==> src/rtl/cbm_pkg.sv <==
package cbm_pkg;
  parameter int CPU_AW   = 16;
  parameter int DATA_W   = 8;
  parameter int NBANK    = 4;
  parameter int BANK_W   = 8;
  parameter int OFF_W    = 10;
  parameter int FLASH_AW = 23;
  parameter int PG8_W    = 13;
  parameter int PG16_W   = 14;

  localparam int PG_IDX_W = $clog2(NBANK);
  localparam int SUM_W    = ((BANK_W > OFF_W) ? BANK_W : OFF_W) + 1;
  localparam int WIDE_W   = SUM_W + PG16_W;

  localparam logic [FLASH_AW-1:0] FLASH_BASE = FLASH_AW'(24'h01_0000);
  localparam logic [SUM_W-1:0]    DISK_BANK0 = SUM_W'(11'h3FA);
  localparam logic [SUM_W-1:0]    DISK_BANK1 = SUM_W'(11'h3FB);

  localparam logic [CPU_AW-1:0] A_CFG    = 16'h7FFC;
  localparam logic [CPU_AW-1:0] A_OFF_LO = 16'h7FFD;
  localparam logic [CPU_AW-1:0] A_OFF_HI = 16'h7FFE;
  localparam logic [CPU_AW-1:0] A_MODE   = 16'h7FFF;

  typedef enum logic [2:0] {
    MAP_KSND   = 3'd0,
    MAP_KONAMI = 3'd1,
    MAP_LIN64  = 3'd2,
    MAP_ASC8   = 3'd3,
    MAP_ASC16  = 3'd4
  } map_mode_e;

  function automatic map_mode_e decode_mode(input logic [DATA_W-1:0] mr);
    case (mr[7:6])
      2'b00:   return mr[5] ? MAP_KONAMI : MAP_KSND;
      2'b01:   return MAP_LIN64;
      2'b10:   return MAP_ASC8;
      default: return MAP_ASC16;
    endcase
  endfunction

  // 8K window 0x4000-0xBFFF
  function automatic logic in_win8(input logic [CPU_AW-1:0] a);
    return (a[15:14] == 2'b01) || (a[15:14] == 2'b10);
  endfunction

  // page index (addr>>13)-2 inside the 8K window
  function automatic logic [PG_IDX_W-1:0] page8(input logic [CPU_AW-1:0] a);
    return {a[15], a[13]};
  endfunction

  function automatic logic [FLASH_AW-1:0] flash_map(
      input logic [SUM_W-1:0]  bank,
      input logic [PG16_W-1:0] inpage,
      input logic              is16k);
    logic [WIDE_W-1:0] t;
    if (is16k) t = WIDE_W'(bank) << PG16_W;
    else       t = WIDE_W'(bank) << PG8_W;
    t = t + WIDE_W'(inpage) + WIDE_W'(FLASH_BASE);
    return t[FLASH_AW-1:0];
  endfunction
endpackage

==> src/rtl/cbm_regfile.sv <==
module cbm_regfile
  import cbm_pkg::*;
(
  input  logic                         clk,
  input  logic                         rst_n,
  input  logic                         wr_en,
  input  logic [CPU_AW-1:0]            addr,
  input  logic [DATA_W-1:0]            wdata,
  output logic [NBANK-1:0][BANK_W-1:0] bank_q,
  output logic [DATA_W-1:0]            mode_q,
  output logic [OFF_W-1:0]             off_q,
  output logic [DATA_W-1:0]            cfg_q
);
  localparam logic [DATA_W-1:0] CFG_RST = 8'h03;

  map_mode_e                   mode;
  logic [NBANK-1:0]            bank_we;
  logic [NBANK-1:0][BANK_W-1:0] bank_wd;
  logic [PG_IDX_W-1:0]         wr_pg;
  logic                        bank_open;
  logic                        ksnd_mask_evt;
  logic                        asc16_lo_evt;
  logic                        konami_ok;
  logic [BANK_W-1:0]           dbl;

  assign mode      = decode_mode(mode_q);
  assign wr_pg     = page8(addr);
  assign bank_open = wr_en && !mode_q[1] && in_win8(addr);
  assign dbl       = BANK_W'({wdata, 1'b0});
  assign konami_ok = !(addr < 16'h5000 || (addr >= 16'h5800 && addr < 16'h6000))
                     && !(mode_q[3] && addr < 16'h6000);

  always_comb begin
    bank_we       = '0;
    bank_wd       = '0;
    ksnd_mask_evt = 1'b0;
    asc16_lo_evt  = 1'b0;
    if (bank_open) begin
      case (mode)
        MAP_KSND: if (addr[12:11] == 2'b10) begin
          bank_we[wr_pg] = 1'b1;
          bank_wd[wr_pg] = mode_q[0] ? (wdata & 8'h3F) : wdata;
          ksnd_mask_evt  = mode_q[0];
        end
        MAP_KONAMI: if (konami_ok) begin
          bank_we[wr_pg] = 1'b1;
          bank_wd[wr_pg] = mode_q[0] ? (wdata & 8'h1F) : wdata;
        end
        MAP_LIN64: begin
          bank_we[wr_pg] = 1'b1;
          bank_wd[wr_pg] = wdata;
        end
        MAP_ASC8: if (addr[15:13] == 3'b011) begin
          bank_we[addr[12:11]] = 1'b1;
          bank_wd[addr[12:11]] = wdata;
        end
        default: begin
          if (addr[15:11] == 5'b01100) begin
            bank_we[1:0] = 2'b11;
            bank_wd[0]   = dbl;
            bank_wd[1]   = dbl + 1'b1;
            asc16_lo_evt = 1'b1;
          end
          if (addr[15:11] == 5'b01110) begin
            bank_we[3:2] = 2'b11;
            bank_wd[2]   = dbl;
            bank_wd[3]   = dbl + 1'b1;
          end
        end
      endcase
    end
  end

  genvar gi;
  generate
    for (gi = 0; gi < NBANK; gi++) begin : g_bank
      always_ff @(posedge clk) begin
        if (!rst_n)            bank_q[gi] <= BANK_W'(gi);
        else if (bank_we[gi])  bank_q[gi] <= bank_wd[gi];
      end
    end
  endgenerate

  always_ff @(posedge clk) begin
    if (!rst_n) begin
      mode_q <= '0;
      off_q  <= '0;
      cfg_q  <= CFG_RST;
    end else if (wr_en) begin
      if (!cfg_q[7] && addr == A_CFG)    cfg_q  <= wdata;
      if (!mode_q[2] && addr == A_MODE)  mode_q <= wdata;
      if (!mode_q[1] && addr == A_OFF_LO) off_q[7:0] <= wdata;
      if (!mode_q[1] && addr == A_OFF_HI) off_q[OFF_W-1:8] <= wdata[OFF_W-9:0];
    end
  end

  AST_MODE_LOCK: assert property (@(posedge clk) disable iff (!rst_n)
    mode_q[2] |=> $stable(mode_q));
  AST_CFG_LOCK: assert property (@(posedge clk) disable iff (!rst_n)
    cfg_q[7] |=> $stable(cfg_q));
  AST_BANK_LOCK: assert property (@(posedge clk) disable iff (!rst_n)
    mode_q[1] |=> ($stable(bank_q) && $stable(off_q)));
  AST_ASC16_PAIR: assert property (@(posedge clk) disable iff (!rst_n)
    asc16_lo_evt |=> (bank_q[1] == bank_q[0] + 1'b1));
  AST_KSND_MASK: assert property (@(posedge clk) disable iff (!rst_n)
    ksnd_mask_evt |=> (bank_q[$past(wr_pg)][7:6] == 2'b00));
endmodule

==> src/rtl/cbm_xlate.sv <==
module cbm_xlate
  import cbm_pkg::*;
(
  input  logic [CPU_AW-1:0]            addr,
  input  logic [NBANK-1:0][BANK_W-1:0] bank_q,
  input  map_mode_e                    mode,
  input  logic [OFF_W-1:0]             off_q,
  input  logic                         disk,
  output logic [FLASH_AW-1:0]          flash_addr,
  output logic                         in_window
);
  logic                is16k;
  logic [PG_IDX_W-1:0] pg;
  logic [PG16_W-1:0]   inpage;
  logic [BANK_W-1:0]   raw;
  logic [SUM_W-1:0]    sel;

  assign is16k = (mode == MAP_LIN64);

  always_comb begin
    if (is16k) begin
      pg        = addr[15:14];
      inpage    = addr[PG16_W-1:0];
      in_window = 1'b1;
    end else begin
      pg        = page8(addr);
      inpage    = PG16_W'(addr[PG8_W-1:0]);
      in_window = in_win8(addr);
    end
    raw = bank_q[pg];
    if (disk && pg == 0 && raw == 0)      sel = DISK_BANK0;
    else if (disk && pg == 1 && raw == 1) sel = DISK_BANK1;
    else                                  sel = SUM_W'(raw) + SUM_W'(off_q);
    flash_addr = flash_map(sel, inpage, is16k);
  end
endmodule

==> src/rtl/cart_bank_mapper.sv <==
module cart_bank_mapper
  import cbm_pkg::*;
(
  input  logic                clk,
  input  logic                rst_n,
  input  logic [CPU_AW-1:0]   cpu_addr,
  input  logic [DATA_W-1:0]   cpu_wdata,
  input  logic                cpu_rd,
  input  logic                cpu_wr,
  output logic [FLASH_AW-1:0] flash_addr,
  output logic                flash_wr,
  output logic                flash_protect,
  output logic                unmapped
);
  logic [NBANK-1:0][BANK_W-1:0] bank_q;
  logic [DATA_W-1:0]            mode_q;
  logic [OFF_W-1:0]             off_q;
  logic [DATA_W-1:0]            cfg_q;
  logic                         in_window;
  map_mode_e                    mode;

  assign mode = decode_mode(mode_q);

  cbm_regfile u_regs (
    .clk    (clk),
    .rst_n  (rst_n),
    .wr_en  (cpu_wr),
    .addr   (cpu_addr),
    .wdata  (cpu_wdata),
    .bank_q (bank_q),
    .mode_q (mode_q),
    .off_q  (off_q),
    .cfg_q  (cfg_q)
  );

  cbm_xlate u_xlate (
    .addr       (cpu_addr),
    .bank_q     (bank_q),
    .mode       (mode),
    .off_q      (off_q),
    .disk       (cfg_q[4]),
    .flash_addr (flash_addr),
    .in_window  (in_window)
  );

  assign flash_wr      = cpu_wr && cfg_q[0] && in_window;
  assign unmapped      = cpu_rd && !in_window;
  assign flash_protect = cfg_q[1];

  AST_FLASHWR_GATE: assert property (@(posedge clk) disable iff (!rst_n)
    flash_wr |-> (cpu_wr && cfg_q[0] && (mode == MAP_LIN64 || in_win8(cpu_addr))));
  AST_UNMAPPED_RD: assert property (@(posedge clk) disable iff (!rst_n)
    unmapped |-> (cpu_rd && !flash_wr && mode != MAP_LIN64));
endmodule

==> config.mk <==
export PLATFORM = sky130hd
export DESIGN_NAME = cart_bank_mapper
export DESIGN_NICKNAME = d
export VERILOG_FILES = /design/src/rtl/cbm_pkg.sv /design/src/rtl/cbm_regfile.sv /design/src/rtl/cbm_xlate.sv /design/src/rtl/cart_bank_mapper.sv
export SDC_FILE = /design/constraint.sdc
export NUM_CORES = 1
export LEC_CHECK = 0
export BUFFER_PORTS_ARGS = -buffer_cell sky130_fd_sc_hd__buf_2
export CELL_PAD_IN_SITES_DETAIL_PLACEMENT = 0
export CELL_PAD_IN_SITES_GLOBAL_PLACEMENT = 1
export CORE_MARGIN = 2
export CORE_UTILIZATION = 40
export DETAILED_ROUTE_END_ITERATION = 6
export PLACE_DENSITY_LB_ADDON = 0.05
export SETUP_SLACK_MARGIN = 0.15
export SKIP_LAST_GASP = 1
export SLEW_MARGIN = 10
export SYNTH_ARGS = -nofsm -noshare
export SYNTH_HDL_FRONTEND = slang
export SYNTH_HIERARCHICAL = 1
export SYNTH_SLANG_ARGS = --single-unit
==> constraint.sdc <==
create_clock -name clk -period 6.25 [get_ports clk]
set_input_delay 0.9375 -clock clk [delete_from_list [all_inputs] [get_ports clk]]
set_output_delay 0.9375 -clock clk [all_outputs]
set_load 0.1 [all_outputs]
==> reports/qor.csv <==
stage,metric,value,unit
status,status,completed,
timing,Hold Slack,0.471,ns
grt,initial antenna violation count,0,
placed_design,dpl hpwl,10500,um
timing,RSZ-0062 raised after global routing,false,
power_and_ir_drop,cell area power density,150,mW/mm2
detailed_routing,Routed Wire Length,13900,um
cts,Num CTS Buffers,5,
floorplanning,die area,0.0119,mm2
detailed_routing,Via-to-Cell Ratio,5.91,
detailed_routing,top sig layer,met4,
grt,first-pass GRT wire length,22100,um
cts,CTS Sinks,53,
critical_path,CP Launch Type,register,
power_and_ir_drop,sw frac,36.1,%
final_layout,# fillers,1130,
final_layout,Multi-input gate area,0.00306,mm2
detailed_routing,drt pass-1 iters,4,
floorplanning,Starting Density,40.9,%
cts,TritonCTS clock tree,yes,
grt,vias in the first global route,4044,
cts,Root Buffer Master,clkbuf_8,
final_layout,fin nets,638,
timing,Slew HR,32.2,%
synth,synthesized instance count,568,
detailed_routing,WL met1,6580,um
hold_path,Hold Crit Class,reg -> reg,
cts,H-tree Lvls,2,
run,max_cap viols,0,
timing,setup violators final,0,
placed_design,pre-CTS setup slack,0.407,ns
synth,Syn Nets,613,
synth,Yosys warning count,6,
synth,synthesized area per cell,7.78,um2
final_layout,"commonest cells after routing, fill and taps aside","nor2_1, dfxtp_1, buf_2, nand3_1, nand2_1",
cts,Clock Tree Buf Depth,2,
timing,final worst slack,0.427,ns
cts,clk_lat worst skew,0.31,ns
power_and_ir_drop,Cell Int Power,474,uW
power_and_ir_drop,clock share of power,27.1,%
critical_path,kind of critical path,reg -> out,
power_and_ir_drop,Peak VDD IR,0.0983,mV
timing,Least-Margin Pin Slew,1.01,ns
placed_design,Inst Count DP,723,
detailed_routing,Detailed Route Iter0 Violations,270,
floorplanning,Rows,38,
grt,largest net degree at the start of global routing,38,
final_layout,"most common cell after layout, fill and taps aside",nor2_1,
synth,synthesized cell area,0.00442,mm2
timing,FMAX,172,MHz
placed_design,GP Congestion,0.882,
placed_design,# port buffers,53,
grt,Congestion Overflow GR,0,
timing,max-slew violations,0,
final_layout,Area Overhead vs Synth,12.2,%
critical_path,crit-path max FO,11,
critical_path,CP Data Required Time,5.31,ns
cts,cts hold-fix bufs,0,
floorplanning,Die Y,109,um
timing,fin crit share,93.2,%
power_and_ir_drop,sw power,268,uW
detailed_routing,DRT antenna net count,0,
grt,GRT Total Usage,23.9,%
floorplanning,IO Pins,54,
floorplanning,die width,109,um
detailed_routing,Avg WL per Cell,18.9,um
power_and_ir_drop,total leakage power,2.04,nW
critical_path,Crit path arrival time,4.89,ns
critical_path,Crit. End Element,primary output,
timing,final hold vios,0,
timing,Tmin final,5.82,ns
final_layout,Layout Cells excl Fill,734,
detailed_routing,WL met2,6450,um
detailed_routing,routed vias,4338,
final_layout,utilization after layout,45.9,%
detailed_routing,DRC,0,
power_and_ir_drop,sequential power share,45.8,%
power_and_ir_drop,Comb power frac,27.1,%
cts,clock-pin slew on the worst setup and hold paths,0.10,ns
timing,Layout Skew,0.00720,ns
timing,setup TNS,0,ns
detailed_routing,met3 WL,611,um
final_layout,Antenna diodes,0,
floorplanning,Core Region,0.0108,mm2
final_layout,layout cells sized above 1,18.4,%
final_layout,total area of sequential cells,0.00107,mm2
==> timing repair <==
action                     4_1_cts  5_1_grt
pin swaps                        0        4
setup endpoints to repair        1        3
setup buffers                    0        3
resized for setup                2       10
==> layout make-up <==
class                      count  area share, %
multi-input combinational    438           61.7
sequential                    53           21.5
timing repair buffer          66           9.21
tap                          140           3.53
inverter                      29           2.20
clock buffer                   6           1.46
clock inverter                 2          0.303
==> power by group through the flow <==
stage               Clock (mW)  Combinational [mW]  Sequential [mW]
detailed placement           0               0.198            0.348
floorplan                    0               0.148            0.348
global placement             0               0.196            0.348
finish                   0.201               0.201            0.340
CTS                      0.207               0.198            0.341
global route             0.217               0.213            0.340
==> state kept, by name, summed over array words and instances, names as in the netlist <==
| signal | cells |
|---|---|
| u_regs/bank_q | 32 |
| u_regs/off_q | 10 |
| u_regs/mode_q | 7 |
| u_regs/cfg_q | 4 |
==> layer usage <==
layer  up-vias  GRT usage [%]
met2       115           39.5
met4         0           6.14
met5         -              0
met1      2065           33.0
met3        21           2.51
li1       2137              -
==> critical path, stage by stage (launching register included) <==
cell      delay [ns]
dfxtp_4         0.41
inv_1           0.08
ha_1            0.21
nand3b_4        0.08
o21ai_2         0.08
or3b_1          0.40
a21o_2          0.30
mux4_2          0.44
ha_1            0.21
inv_1           0.07
fa_1            0.20
nor2b_1         0.06
o21a_1          0.18
o211ai_1        0.39
a31oi_1         0.21
and2_1          0.22
a31o_1          0.19
a211oi_2        0.31
nor2_1          0.09
a22oi_2         0.25
buf_12          0.21
==> final timing paths <==
path / startpoint / to / slack [ns] / cells past startpoint
min reg2reg: u_regs/mode_q[2] / u_regs/mode_q[2] / 0.47 / 1
min: u_regs/mode_q[2] / u_regs/mode_q[2] / 0.47 / 1
max: u_regs/mode_q[7] / flash_addr[22] / 0.43 / 20
max reg2reg: u_regs/mode_q[6] / u_regs/bank_q[5] / 3.47 / 8
==> stage by stage <==
stage | area, um2 | power (mW)
4_1_cts | 4900 | 0.746
3_5_place_dp | 4810 | 0.546
6_report | 4960 | 0.742
3_3_place_gp | 4810 | 0.545
5_1_grt | 4960 | 0.769
2_1_floorplan | 4450 | 0.496
(Power assumes the default switching activity.)
